--- src/rtl/busmap_pkg.sv ---
package busmap_pkg;

   typedef enum logic [1:0] {
      ORD_LOOSE      = 2'b00,
      ORD_STRICT     = 2'b01,
      ORD_PKT        = 2'b10,
      ORD_STRICT_ALT = 2'b11
   } ord_mode_t;

   // Decide whether a request aimed at a window must stall.
   function automatic logic must_wait(ord_mode_t m, logic is_wr, logic rel,
                                      logic wr_idle, logic all_idle, logic full);
      logic w;
      if (full) begin
         w = 1'b1;
      end else begin
         unique case (m)
            ORD_LOOSE: w = !is_wr && !wr_idle;
            ORD_PKT:   w = is_wr ? (!rel && !wr_idle) : !wr_idle;
            default:   w = !all_idle;
         endcase
      end
      return w;
   endfunction

endpackage

--- src/rtl/busmap_region.sv ---
module busmap_region
   import busmap_pkg::*;
#(
   parameter int PG_W  = 20,
   parameter int TPG_W = 28,
   parameter int CNT_W = 4
) (
   input  logic             clk,
   input  logic             rst_n,
   input  logic             cfg_sel,
   input  logic             cfg_ok,
   input  logic             cfg_en,
   input  logic [PG_W-1:0]  cfg_base_pg,
   input  logic [PG_W-1:0]  cfg_npg,
   input  logic [TPG_W-1:0] cfg_tgt_pg,
   input  ord_mode_t        cfg_mode,
   input  logic [PG_W-1:0]  req_pg,
   output logic             hit,
   output logic [TPG_W-1:0] xlat_pg,
   output ord_mode_t        mode,
   input  logic             issue,
   input  logic             issue_wr,
   input  logic             issue_rel,
   input  logic             cpl_hit,
   input  logic             cpl_wr,
   output logic             wr_idle,
   output logic             all_idle,
   output logic             all_full
);

   logic             en_q;
   logic [PG_W-1:0]  base_q;
   logic [PG_W-1:0]  npg_q;
   logic [TPG_W-1:0] tgt_q;
   ord_mode_t        mode_q;
   logic [CNT_W-1:0] tot_cnt;
   logic [CNT_W-1:0] wr_cnt;
   logic [PG_W-1:0]  rel_pg;
   logic             load;

   assign load = cfg_sel && cfg_ok;

   always_ff @(posedge clk or negedge rst_n) begin
      if (!rst_n) begin
         en_q   <= 1'b0;
         base_q <= '0;
         npg_q  <= '0;
         tgt_q  <= '0;
         mode_q <= ORD_LOOSE;
      end else if (load) begin
         en_q   <= cfg_en;
         base_q <= cfg_base_pg;
         npg_q  <= cfg_npg;
         tgt_q  <= cfg_tgt_pg;
         mode_q <= cfg_mode;
      end
   end

   // Page distance into the window; wraps below base, so one compare suffices.
   assign rel_pg  = req_pg - base_q;
   assign hit     = en_q && (rel_pg < npg_q);
   assign xlat_pg = tgt_q + TPG_W'(rel_pg);
   assign mode    = mode_q;

   logic tot_dec, wr_dec, wr_inc;
   assign tot_dec = cpl_hit && (tot_cnt != '0);
   assign wr_dec  = cpl_hit && cpl_wr && (wr_cnt != '0);
   assign wr_inc  = issue && issue_wr;

   always_ff @(posedge clk or negedge rst_n) begin
      if (!rst_n) begin
         tot_cnt <= '0;
         wr_cnt  <= '0;
      end else begin
         tot_cnt <= tot_cnt + CNT_W'(issue) - CNT_W'(tot_dec);
         wr_cnt  <= wr_cnt + CNT_W'(wr_inc) - CNT_W'(wr_dec);
      end
   end

   assign wr_idle  = (wr_cnt == '0);
   assign all_idle = (tot_cnt == '0);
   assign all_full = (tot_cnt == '1);

   assert_no_overflow_R11: assert property (@(posedge clk) disable iff (!rst_n)
      issue |-> !all_full);

   assert_strict_drain_R8: assert property (@(posedge clk) disable iff (!rst_n)
      (issue && (mode_q == ORD_STRICT || mode_q == ORD_STRICT_ALT)) |-> all_idle);

   assert_read_after_writes_R7: assert property (@(posedge clk) disable iff (!rst_n)
      (issue && !issue_wr) |-> wr_idle);

   assert_pkt_write_order_R9: assert property (@(posedge clk) disable iff (!rst_n)
      (issue && issue_wr && !issue_rel && mode_q == ORD_PKT) |-> wr_idle);

   assert_reject_keeps_R2: assert property (@(posedge clk) disable iff (!rst_n)
      (cfg_sel && !cfg_ok) |=> ($stable(base_q) && $stable(npg_q) && $stable(en_q)));

endmodule

--- src/rtl/busmap_pick.sv ---
module busmap_pick #(
   parameter int N_REG = 8,
   localparam int IDX_W = $clog2(N_REG)
) (
   input  logic [N_REG-1:0] hits,
   output logic             any,
   output logic [IDX_W-1:0] idx
);

   always_comb begin
      idx = '0;
      for (int i = N_REG - 1; i >= 0; i--) begin
         if (hits[i]) idx = IDX_W'(i);
      end
   end

   assign any = |hits;

endmodule

--- src/rtl/busmap_ingress.sv ---
module busmap_ingress
   import busmap_pkg::*;
#(
   parameter int N_REG   = 8,
   parameter int ADDR_W  = 32,
   parameter int TGT_W   = 40,
   parameter int PAGE_LG = 12,
   parameter int CNT_W   = 4,
   localparam int IDX_W  = $clog2(N_REG),
   localparam int PG_W   = ADDR_W - PAGE_LG,
   localparam int TPG_W  = TGT_W - PAGE_LG
) (
   input  logic              clk,
   input  logic              rst_n,
   input  logic              cfg_we,
   input  logic [IDX_W-1:0]  cfg_idx,
   input  logic              cfg_en,
   input  logic [ADDR_W-1:0] cfg_bus_base,
   input  logic [ADDR_W-1:0] cfg_len,
   input  logic [TGT_W-1:0]  cfg_tgt_base,
   input  logic [1:0]        cfg_mode,
   output logic              cfg_err,
   input  logic              req_valid,
   output logic              req_ready,
   input  logic [ADDR_W-1:0] req_addr,
   input  logic              req_write,
   input  logic              req_relaxed,
   output logic              out_valid,
   output logic [TGT_W-1:0]  out_addr,
   output logic [IDX_W-1:0]  out_region,
   output logic              out_write,
   output logic              miss,
   input  logic              cpl_valid,
   input  logic [IDX_W-1:0]  cpl_region,
   input  logic              cpl_write
);

   if (N_REG < 2)          $error("N_REG must be at least 2");
   if (PAGE_LG < 1)        $error("PAGE_LG must be positive");
   if (ADDR_W <= PAGE_LG)  $error("ADDR_W must exceed PAGE_LG");
   if (TGT_W < ADDR_W)     $error("TGT_W must not be narrower than ADDR_W");
   if (CNT_W < 1)          $error("CNT_W must be positive");

   // Configuration check
   logic cfg_ok;
   assign cfg_ok = (cfg_bus_base[PAGE_LG-1:0] == '0) &&
                   (cfg_len[PAGE_LG-1:0] == '0) &&
                   (cfg_tgt_base[PAGE_LG-1:0] == '0) &&
                   (cfg_len != '0);

   always_ff @(posedge clk or negedge rst_n) begin
      if (!rst_n) cfg_err <= 1'b0;
      else        cfg_err <= cfg_we && !cfg_ok;
   end

   // Window table
   logic [N_REG-1:0] hits, wr_idle, all_idle, all_full, issue_v;
   logic [TPG_W-1:0] xlat_pg [N_REG];
   ord_mode_t        mode_v  [N_REG];
   logic [PG_W-1:0]  req_pg;
   logic             any_hit;
   logic [IDX_W-1:0] sel;
   logic             accept;

   assign req_pg = req_addr[ADDR_W-1:PAGE_LG];

   for (genvar g = 0; g < N_REG; g++) begin : g_win
      busmap_region #(
         .PG_W  (PG_W),
         .TPG_W (TPG_W),
         .CNT_W (CNT_W)
      ) i_win (
         .clk         (clk),
         .rst_n       (rst_n),
         .cfg_sel     (cfg_we && (cfg_idx == IDX_W'(g))),
         .cfg_ok      (cfg_ok),
         .cfg_en      (cfg_en),
         .cfg_base_pg (cfg_bus_base[ADDR_W-1:PAGE_LG]),
         .cfg_npg     (cfg_len[ADDR_W-1:PAGE_LG]),
         .cfg_tgt_pg  (cfg_tgt_base[TGT_W-1:PAGE_LG]),
         .cfg_mode    (ord_mode_t'(cfg_mode)),
         .req_pg      (req_pg),
         .hit         (hits[g]),
         .xlat_pg     (xlat_pg[g]),
         .mode        (mode_v[g]),
         .issue       (issue_v[g]),
         .issue_wr    (req_write),
         .issue_rel   (req_relaxed),
         .cpl_hit     (cpl_valid && (cpl_region == IDX_W'(g))),
         .cpl_wr      (cpl_write),
         .wr_idle     (wr_idle[g]),
         .all_idle    (all_idle[g]),
         .all_full    (all_full[g])
      );
      assign issue_v[g] = accept && any_hit && (sel == IDX_W'(g));
   end

   busmap_pick #(.N_REG(N_REG)) i_pick (
      .hits (hits),
      .any  (any_hit),
      .idx  (sel)
   );

   // Ordering gate
   logic stall;
   assign stall = any_hit && must_wait(mode_v[sel], req_write, req_relaxed,
                                       wr_idle[sel], all_idle[sel], all_full[sel]);
   assign req_ready = !stall;
   assign accept    = req_valid && req_ready;

   // Output stage
   always_ff @(posedge clk or negedge rst_n) begin
      if (!rst_n) begin
         out_valid  <= 1'b0;
         out_addr   <= '0;
         out_region <= '0;
         out_write  <= 1'b0;
         miss       <= 1'b0;
      end else begin
         out_valid <= accept && any_hit;
         miss      <= accept && !any_hit;
         if (accept && any_hit) begin
            out_addr   <= {xlat_pg[sel], req_addr[PAGE_LG-1:0]};
            out_region <= sel;
            out_write  <= req_write;
         end
      end
   end

   assert_miss_excl_R6: assert property (@(posedge clk) disable iff (!rst_n)
      !(out_valid && miss));

   assert_stall_on_hit_R10: assert property (@(posedge clk) disable iff (!rst_n)
      !req_ready |-> any_hit);

endmodule

--- config.mk ---
export PLATFORM = sky130hd
export DESIGN_NAME = busmap_ingress
export DESIGN_NICKNAME = d
export VERILOG_FILES = /design/src/rtl/busmap_pkg.sv /design/src/rtl/busmap_region.sv /design/src/rtl/busmap_pick.sv /design/src/rtl/busmap_ingress.sv
export SDC_FILE = /design/constraint.sdc
export NUM_CORES = 2
export LEC_CHECK = 0
export BUFFER_PORTS_ARGS = -buffer_cell sky130_fd_sc_hd__buf_2
export CAP_MARGIN = 20
export CORE_MARGIN = 2
export CORE_UTILIZATION = 43
export DETAILED_ROUTE_END_ITERATION = 7
export HOLD_SLACK_MARGIN = 0.03
export PLACE_DENSITY = 0.7
export SLEW_MARGIN = 25
export SYNTH_ARGS = -nofsm -noshare
export SYNTH_HDL_FRONTEND = slang
export SYNTH_HIERARCHICAL = 1
export SYNTH_SLANG_ARGS = --single-unit
--- constraint.sdc ---
create_clock -name clk -period 7.9 [get_ports clk]
set_clock_uncertainty 0.1 [all_clocks]
set_input_delay 1.58 -clock clk [delete_from_list [all_inputs] [get_ports clk]]
set_output_delay 1.58 -clock clk [all_outputs]
set_load 0.02 [all_outputs]
# [Word level (Yosys, flattened, before mapping)]
# Cells that the tools add are included.
[classes] addsub=48 magnitude_cmp=10 eq_ne=30 mux=23 bitwise_logic=1 reduce_logical=130
[op_table] op="$add 28x20->28" n=8
[op_table] op="$lt 20x20->1" n=8
[op_table] op="$sub 20x20->20" n=8
[op_table] op="$bmux 28 s3" n=1
[op_table] op="$logic_and 1x1->1" n=82
[op_table] op="$add 4x1->4" n=16
[op_table] op="$logic_not 4->1" n=16
[op_table] op="$reduce_bool 4->1" n=16
[op_table] op="$sub 4x1->4" n=16
[op_table] op="$mux 28" n=2
[op_table] op="$eq 3x3->1 const B" n=12
[op_table] op="$logic_not 12->1" n=3
[op_table] op="$eq 4x4->1 const B" n=8
[op_table] op="$reduce_bool 32->1" n=1
[op_table] op="$mux 3" n=8
[op_table] op="$eq 3x2->1 const B" n=6
[op_table] op="$bmux 1 s3" n=3
[op_table] op="$eq 3x1->1 const B" n=3
[op_table] op="$logic_not 3->1" n=3
[op_table] op="$reduce_or 8->1" n=1
[op_table] op="$logic_not 1->1" n=7
[op_table] op="$bmux 2 s3" n=1
[op_table] op="$mux 1" n=5
[op_table] op="$ge 4x4->1 const B" n=1
[op_table] op="other kinds (6)" n=7
[word_totals] ff_bits=679 in_bits=153 out_inout_bits=48 word_cells=304

# [Logic depth before layout (Yosys ltp)]
[logic_depth] ltp_word=26 depth_mapped=38 ltp_nobuf=34

# [Cells and area by module]
# The synthesis kept the hierarchy.
[by_module_without_submodules] module="busmap_region (g_win[2].i_win ...)" n_inst=3 cells_each=577 area_each_um2=5830.6 seq_area_each_um2=1976.9
[by_module_without_submodules] module="busmap_region (g_win[0].i_win ...)" n_inst=2 cells_each=572 area_each_um2=5801.8 seq_area_each_um2=1976.9
[by_module_without_submodules] module="busmap_region (g_win[5].i_win)" n_inst=1 cells_each=628 area_each_um2=6117.1 seq_area_each_um2=1976.9
[by_module_without_submodules] module="busmap_region (g_win[6].i_win)" n_inst=1 cells_each=602 area_each_um2=5948.2 seq_area_each_um2=1976.9
[by_module_without_submodules] module="busmap_region (g_win[7].i_win)" n_inst=1 cells_each=597 area_each_um2=5918.2 seq_area_each_um2=1976.9
[by_module_without_submodules] module="busmap_ingress" n_inst=1 cells_each=304 area_each_um2=4201.5 seq_area_each_um2=1176.1
[by_module_without_submodules] module="busmap_pick" n_inst=1 cells_each=13 area_each_um2=81.3 seq_area_each_um2=0.0

# [Worst setup path after synthesis]
# No wires, ideal clock.
[synth_timing] path_type="input port to flip-flop" startpoint="input port req_addr[12]" endpoint="register g_win[0].i_win.wr_cnt[2]" setup_time_ns=0.123 arrival_time_ns=7.986 path_slack_ns=-0.308 stages=33 n_path_buf=3 path_cell_list="inv_1 > ha_1 > inv_1 > fa_1 > a21o_1 > a221oi_2 > o21ai_2 > a311oi_1 > o21bai_1 > xor2_1 > ha_1 > nand4_1 > nor3_1 > nor4bb_1 > o21ai_0 > a41oi_1 > a21oi_1 > o41ai_1 > buf_2 > mux4_2 > mux2i_1 > o221ai_4 > nor2_4 > buf_6 > buf_6 > nor4b_2 > nand2_1 > ha_1 > inv_1 > ha_1 > inv_1 > fa_1 > xnor2_1"
[synth_via] elab_chain_cells=26 elab_cells_between_ends=61 classes_between="add/sub: 10; order compare: 8; eq/ne: 1; mux: 20; bitwise: 1; reduce/logical: 21"
[synth_lines] item="start: declaration" line="busmap_ingress.sv:25" source="input logic [ADDR_W-1:0] req_addr,"
[synth_lines] item="$sub 20x20->20 *" line="busmap_region.sv:60" source="assign rel_pg = req_pg - base_q;"
[synth_lines] item="$lt 20x20->1 *" line="busmap_region.sv:61" source="assign hit = en_q && (rel_pg < npg_q);"
[synth_lines] item="$logic_and 1x1->1 *" line="busmap_region.sv:61"
[synth_lines] item="via hits[7]" line="busmap_ingress.sv:57" source="logic [N_REG-1:0] hits, wr_idle, all_idle, all_full, issue_v;"
[synth_lines] item="$mux 3 * (8 in a row)" line="busmap_pick.sv:13" source="if (hits[i]) idx = IDX_W'(i);"
[synth_lines] item="via sel[0]" line="busmap_ingress.sv:62" source="logic [IDX_W-1:0] sel;"
[synth_lines] item="$not 3->4 (not written as such) / $bmux 1 s3 (equally long branches)" line="busmap_ingress.sv:106, busmap_ingress.sv:107"
[synth_lines] item="$bmux 2 s3 / $mux 1 (equally long branches)" line="busmap_ingress.sv:106, busmap_ingress.sv:107"
[synth_lines] item="[6 not listed]"
[synth_lines] item="$logic_not 1->1" line="busmap_ingress.sv:108" source="assign req_ready = !stall;"
[synth_lines] item="$logic_and 1x1->1" line="busmap_ingress.sv:109" source="assign accept = req_valid && req_ready;"
[synth_lines] item="$logic_and 1x1->1" line="busmap_ingress.sv:95" source="assign issue_v[g] = accept && any_hit && (sel == IDX_W'(g));"
[synth_lines] item="$logic_and 1x1->1 *" line="busmap_ingress.sv:95"
[synth_lines] item="via issue_v[0]" line="busmap_ingress.sv:57"
[synth_lines] item="$logic_and 1x1->1 *" line="busmap_region.sv:68" source="assign wr_inc = issue && issue_wr;"
[synth_lines] item="$add 4x1->4 *" line="busmap_region.sv:76" source="wr_cnt <= wr_cnt + CNT_W'(wr_inc) - CNT_W'(wr_dec);"
[synth_lines] item="$sub 4x1->4 *" line="busmap_region.sv:76"
[synth_lines] item="end signal: assignment" line="busmap_region.sv:76"
[synth_lines] item="end: declaration" line="busmap_region.sv:37" source="logic [CNT_W-1:0] wr_cnt;"
# Mark *: on every way through the listed nets, which the timed path passes. The rest lies on a longest branch. The select of a mux whose other input is x is not followed.
# A chain may end at the register's enable or synchronous reset.

# [Worst setup path in the final report]
[layout_timing] startpoint="input port req_addr[12]" endpoint="output port req_ready"
[layout_via] elab_cells_between_ends=54 classes_between="add/sub: 8; order compare: 8; eq/ne: 1; mux: 20; bitwise: 1; reduce/logical: 16"
[layout_rtl] item="$sub 20x20->20 *" line="busmap_region.sv:60"
[layout_rtl] item="$lt 20x20->1 *" line="busmap_region.sv:61"
[layout_rtl] item="$logic_and 1x1->1 *" line="busmap_region.sv:61"
[layout_rtl] item="via hits[2]" line="busmap_ingress.sv:57"
[layout_rtl] item="$mux 3 * (3 in a row)" line="busmap_pick.sv:13"
[layout_rtl] item="via sel[2]" line="busmap_ingress.sv:62"
[layout_rtl] item="$not 3->4 (not written as such) / $bmux 1 s3 (equally long branches)" line="busmap_ingress.sv:106, busmap_ingress.sv:107"
[layout_rtl] item="$bmux 2 s3 / $mux 1 (equally long branches)" line="busmap_ingress.sv:106, busmap_ingress.sv:107"
[layout_rtl] item="$mux 2 (not written as such) / $logic_not 1->1 (equally long branches)" line="busmap_ingress.sv:106, busmap_pkg.sv:18, busmap_pkg.sv:19"
[layout_rtl] item="$mux 2 (not written as such) / $logic_and 1x1->1 (equally long branches)" line="busmap_ingress.sv:106, busmap_pkg.sv:19"
[layout_rtl] item="$eq 2x2->1 (tied with other cells)" line="busmap_pkg.sv:17" source="unique case (m)"
[layout_rtl] item="$pmux 1 s2" line="busmap_pkg.sv:17"
[layout_rtl] item="$mux 1 *" line="busmap_pkg.sv:14" source="if (full) begin"
[layout_rtl] item="$logic_and 1x1->1 *" line="busmap_ingress.sv:106" source="assign stall = any_hit && must_wait(mode_v[sel], req_write, req_relaxed,"
[layout_rtl] item="$logic_not 1->1 *" line="busmap_ingress.sv:108"
[layout_rtl] item="end: declaration" line="busmap_ingress.sv:24" source="output logic req_ready,"
# Marked as above.

==> flow_summary.toml <==
[status]
outcome = "complete, but fails checks"
violated_checks = "setup timing"

[yosys]
synthArstFlopShare_pct = 100
synth_fp_nets = 5788
synth-main-ff-cell = "sky130_fd_sc_hd__dfrtp_1"
ys.warnings.count = 6
synth_edf_count = 0
synth_cell_type_count = 106
number_of_instances_in_the_synthesized_netlist = 5019
yosysMostFrequentCell = "sky130_fd_sc_hd__dfrtp_1"
post_synth_most_frequent_cells = "sky130_fd_sc_hd__dfrtp_1, sky130_fd_sc_hd__mux2_2, sky130_fd_sc_hd__ha_1"
synthesis.area_um2 = 51400
yosys.area.top_type = "sky130_fd_sc_hd__dfrtp_1"
seq_area_frac_synth_pct = 33.1
synthesis_stage_register_bit_count = 679
syn_area_per_cell_um2 = 10.2
yosys-top-cells-area = "sky130_fd_sc_hd__dfrtp_1, sky130_fd_sc_hd__ha_1, sky130_fd_sc_hd__mux2_2, sky130_fd_sc_hd__inv_1, sky130_fd_sc_hd__xnor2_1"
top_area_cell_type_share_of_the_netlist_area_pct = 33.1

[power_and_ir_drop]
power_frac_comb_pct = 27.4
power.switching_uw = 3450
power.density_cell_area_nw_per_um2 = 170
clockPowerShare_pct = 37.2
ir_drop_uv = 160
switching_fraction_pct = 32.1
reported_leakage_power_uw = 0.0310
sequentialPowerShare_pct = 35.4
internal-power_uw = 7290

[clock_network]
holdBufCountCts = 0
cts-buffers-inserted = 83
clock_latency_ns = 0.70
h-tree-depth = 3
cts.clk_slew.worst_paths_ns = 0.06
clock-root-buffer = "sky130_fd_sc_hd__clkbuf_16"
clk_path_buf_depth = 3
tritoncts = "done"
clock_sink_count = 679

[critical_path]
critical_register_to_register_path_startpoint = "g_win[3].i_win/base_q[0]"
regToRegSetupSlack_ns = 0.75
path_buf_inv = 9
setup.worst_path.start_class = "primary input"
arrival_ns = 6.79
path_max_fanout = 6
required_ns = 6.22
crit_path_max_incr_delay_ns = 0.43
critical_path.endpoint_type = "output pin"
crit_top_cell = "sky130_fd_sc_hd__buf_4"
worst-setup-path-type = "in -> out"
r2r_cells = 39
startpoint = "req_addr[12]"
regToRegEndpoint = "g_win[2].i_win/wr_cnt[1]"
worst_path_max_delay_cell = "sky130_fd_sc_hd__a2111o_1"
critical_path.top_delay_family = "compound AO/OA/AOI/OAI gates"

[timing]
final_worst_setup_slack_ns = -0.568
finalCritPeriodShare_pct = 107
worst-slew-pin-transition_ns = 1.04
finalSetupViolCount = 1
hold_ws_ns = 0.398
timing.fmax_mhz = 118
finalHoldViolations = 0
min_period_ns = 8.47
slew_headroom_pct = 30.9
maxSlewViolCount = 0
rsz0062_at_grt = "yes"

[drt]
avgRoutedWirePerCell_um = 23.0
via_count_normalized_by_instance_count = 5.74
ant_nets = 0
drt_first_pass_iters = 6
detail_route.iter0.violations = 3525
vias = 42846
total_routed_length_mm = 172
drc = 0

[floorplanning]
die_w_um = 350
io_pins = 201
die_area_um2 = 122000
die_height_um = 350
floorplan.initialDensity_pct = 43.4
core-area_um2 = 118000
num_rows = 126

[final_layout]
fin_area_um2 = 63100
layout-drive-gt1-share_pct = 34.0
synthToLayoutAreaGrowth_pct = 22.8
total_number_of_nets_in_the_final_design = 6629
finalNonFillerCells = 7466

[worst_hold_path]
timing.hold.worst.start = "out_addr[0]"
holdPathStages = 1
whs_endpoint = "out_addr[0]"
hold_path_class = "reg -> reg"

[place]
placement.setup.worst_slack_ns = -0.904
globalplace.congestion = 0.991
placed_area_um2 = 58700
place.detailed.hpwl_mm = 132
place_inst = 7260
port-buffer-count = 200

[grt]
grt_start_max_net_pins = 162
first_global_vias = 41916
grt_util_all_layers_pct = 27.5
total_congestion_overflow = 0
wire_length_of_the_first_global_routing_pass_mm = 254
initial_antenna_violation_count = 12

[run]
cap_viol_max_count = 0
-- timing repair --
item,in CTS,in global routing
buffers inserted,20,30
setup endpoints to repair,24,96
resized for setup,49,215
pin swaps,30,95
-- flip-flops by register name (all words and copies together) (netlist names) --
register and flops:
out_addr 40, g_win.i_win/wr_cnt 32, cfg_err 1, miss 1
g_win.i_win/en_q 8, out_write 1, g_win.i_win/base_q 160, g_win.i_win/npg_q 160
g_win.i_win/tgt_q 224, out_region 3, out_valid 1, g_win.i_win/mode 16
g_win.i_win/tot_cnt 32
-- through the flow --
step                      power (uW)  setup TNS (ns)  util (%)
after floorplan                 5400               0         -
after global placement          6480          -40.69      49.6
final                          10700          -0.568      53.4
after CTS                      10700           -1.13      52.3
after global routing           11300           -4.47      53.4
after detailed placement        6590          -58.15      49.6
-- per-layer routing --
layer / vias up / global-route usage (%) / part of all wire (%)
li1: 19719 / - / -
met1: 21357 / 37.5 / 44
met2: 1406 / 43.3 / 45
met3: 348 / 4.86 / 6.8
met4: 16 / 11.2 / 4.3
met5: - / 0 / 0.059
-- layout make-up --
| class | instances | area (um^2) |
|---|---|---|
| inverter | 521 | 1980 |
| multi-input combinational | 3686 | 33000 |
| tap | 1536 | 1920 |
| clock buffer | 128 | 2430 |
| sequential | 679 | 17000 |
| timing repair buffer | 889 | 6350 |
| fill | 10332 | 55200 |
| clock inverter | 24 | 402 |
| antenna | 3 | 7.51 |
-- how the worst max path moves through the flow --
stage                                     to  depth (start not counted)  slack (ns)
global placement                   req_ready                         25       -0.76
floorplan           g_win[0].i_win/wr_cnt[2]                         36       0.009
finish                             req_ready                         31       -0.57
global route                       req_ready                         31       -0.84
CTS                                req_ready                         31       -0.66
detailed placement  g_win[6].i_win/wr_cnt[2]                         35       -0.90
-- cells by family after synthesis --
kind of cell    count (synthesis)  synth area share (%)
mux                           706                  17.0
compound gates               1077                  14.3
xor+xnor                      353                  6.02
fa+ha+maj                     616                  15.5
buf+inv                       654                  4.99
flops                         679                  33.1
simple gates                  934                  9.13
-- power groups by stage --
| stage | Combinational (uW) | Sequential (uW) | Clock, uW |
|---|---|---|---|
| finish | 2950 | 3800 | 4000 |
| global route | 3220 | 3820 | 4210 |
| CTS | 2800 | 3790 | 4070 |
| detailed placement | 2750 | 3850 | 0 |
| global placement | 2640 | 3840 | 0 |
| floorplan | 1580 | 3820 | 0 |
-- placed cells by master (no fill, tap or decap), types with 24 or more instances in the layout --
| cell type | count |
|---|---|
| sky130_fd_sc_hd__dfrtp_1 | 679 |
| sky130_fd_sc_hd__buf_4 | 671 |
| sky130_fd_sc_hd__mux2_2 | 615 |
| sky130_fd_sc_hd__ha_1 | 556 |
| sky130_fd_sc_hd__inv_1 | 493 |
| sky130_fd_sc_hd__a21oi_1 | 287 |
| sky130_fd_sc_hd__nor2_1 | 216 |
| sky130_fd_sc_hd__nand2_1 | 215 |
| sky130_fd_sc_hd__xnor2_1 | 202 |
| sky130_fd_sc_hd__buf_2 | 194 |
| sky130_fd_sc_hd__a21o_1 | 160 |
| sky130_fd_sc_hd__xor2_1 | 141 |
| sky130_fd_sc_hd__o21ai_0 | 125 |
| sky130_fd_sc_hd__nand3_1 | 91 |
| sky130_fd_sc_hd__clkbuf_16 | 83 |
| sky130_fd_sc_hd__mux4_2 | 60 |
| sky130_fd_sc_hd__nand4_1 | 60 |
| sky130_fd_sc_hd__nor3_1 | 58 |
| sky130_fd_sc_hd__nor2b_1 | 57 |
| sky130_fd_sc_hd__o21a_1 | 52 |
| sky130_fd_sc_hd__and3_1 | 51 |
| sky130_fd_sc_hd__o21bai_1 | 50 |
| sky130_fd_sc_hd__a21oi_2 | 44 |
| sky130_fd_sc_hd__o21ai_1 | 37 |
| sky130_fd_sc_hd__a211oi_1 | 36 |
| sky130_fd_sc_hd__a31oi_1 | 32 |
| sky130_fd_sc_hd__nand2b_1 | 28 |
| sky130_fd_sc_hd__mux2_4 | 27 |
| sky130_fd_sc_hd__clkbuf_1 | 27 |
| sky130_fd_sc_hd__inv_2 | 24 |
Note: power is estimated with default switching activity, not from simulation.
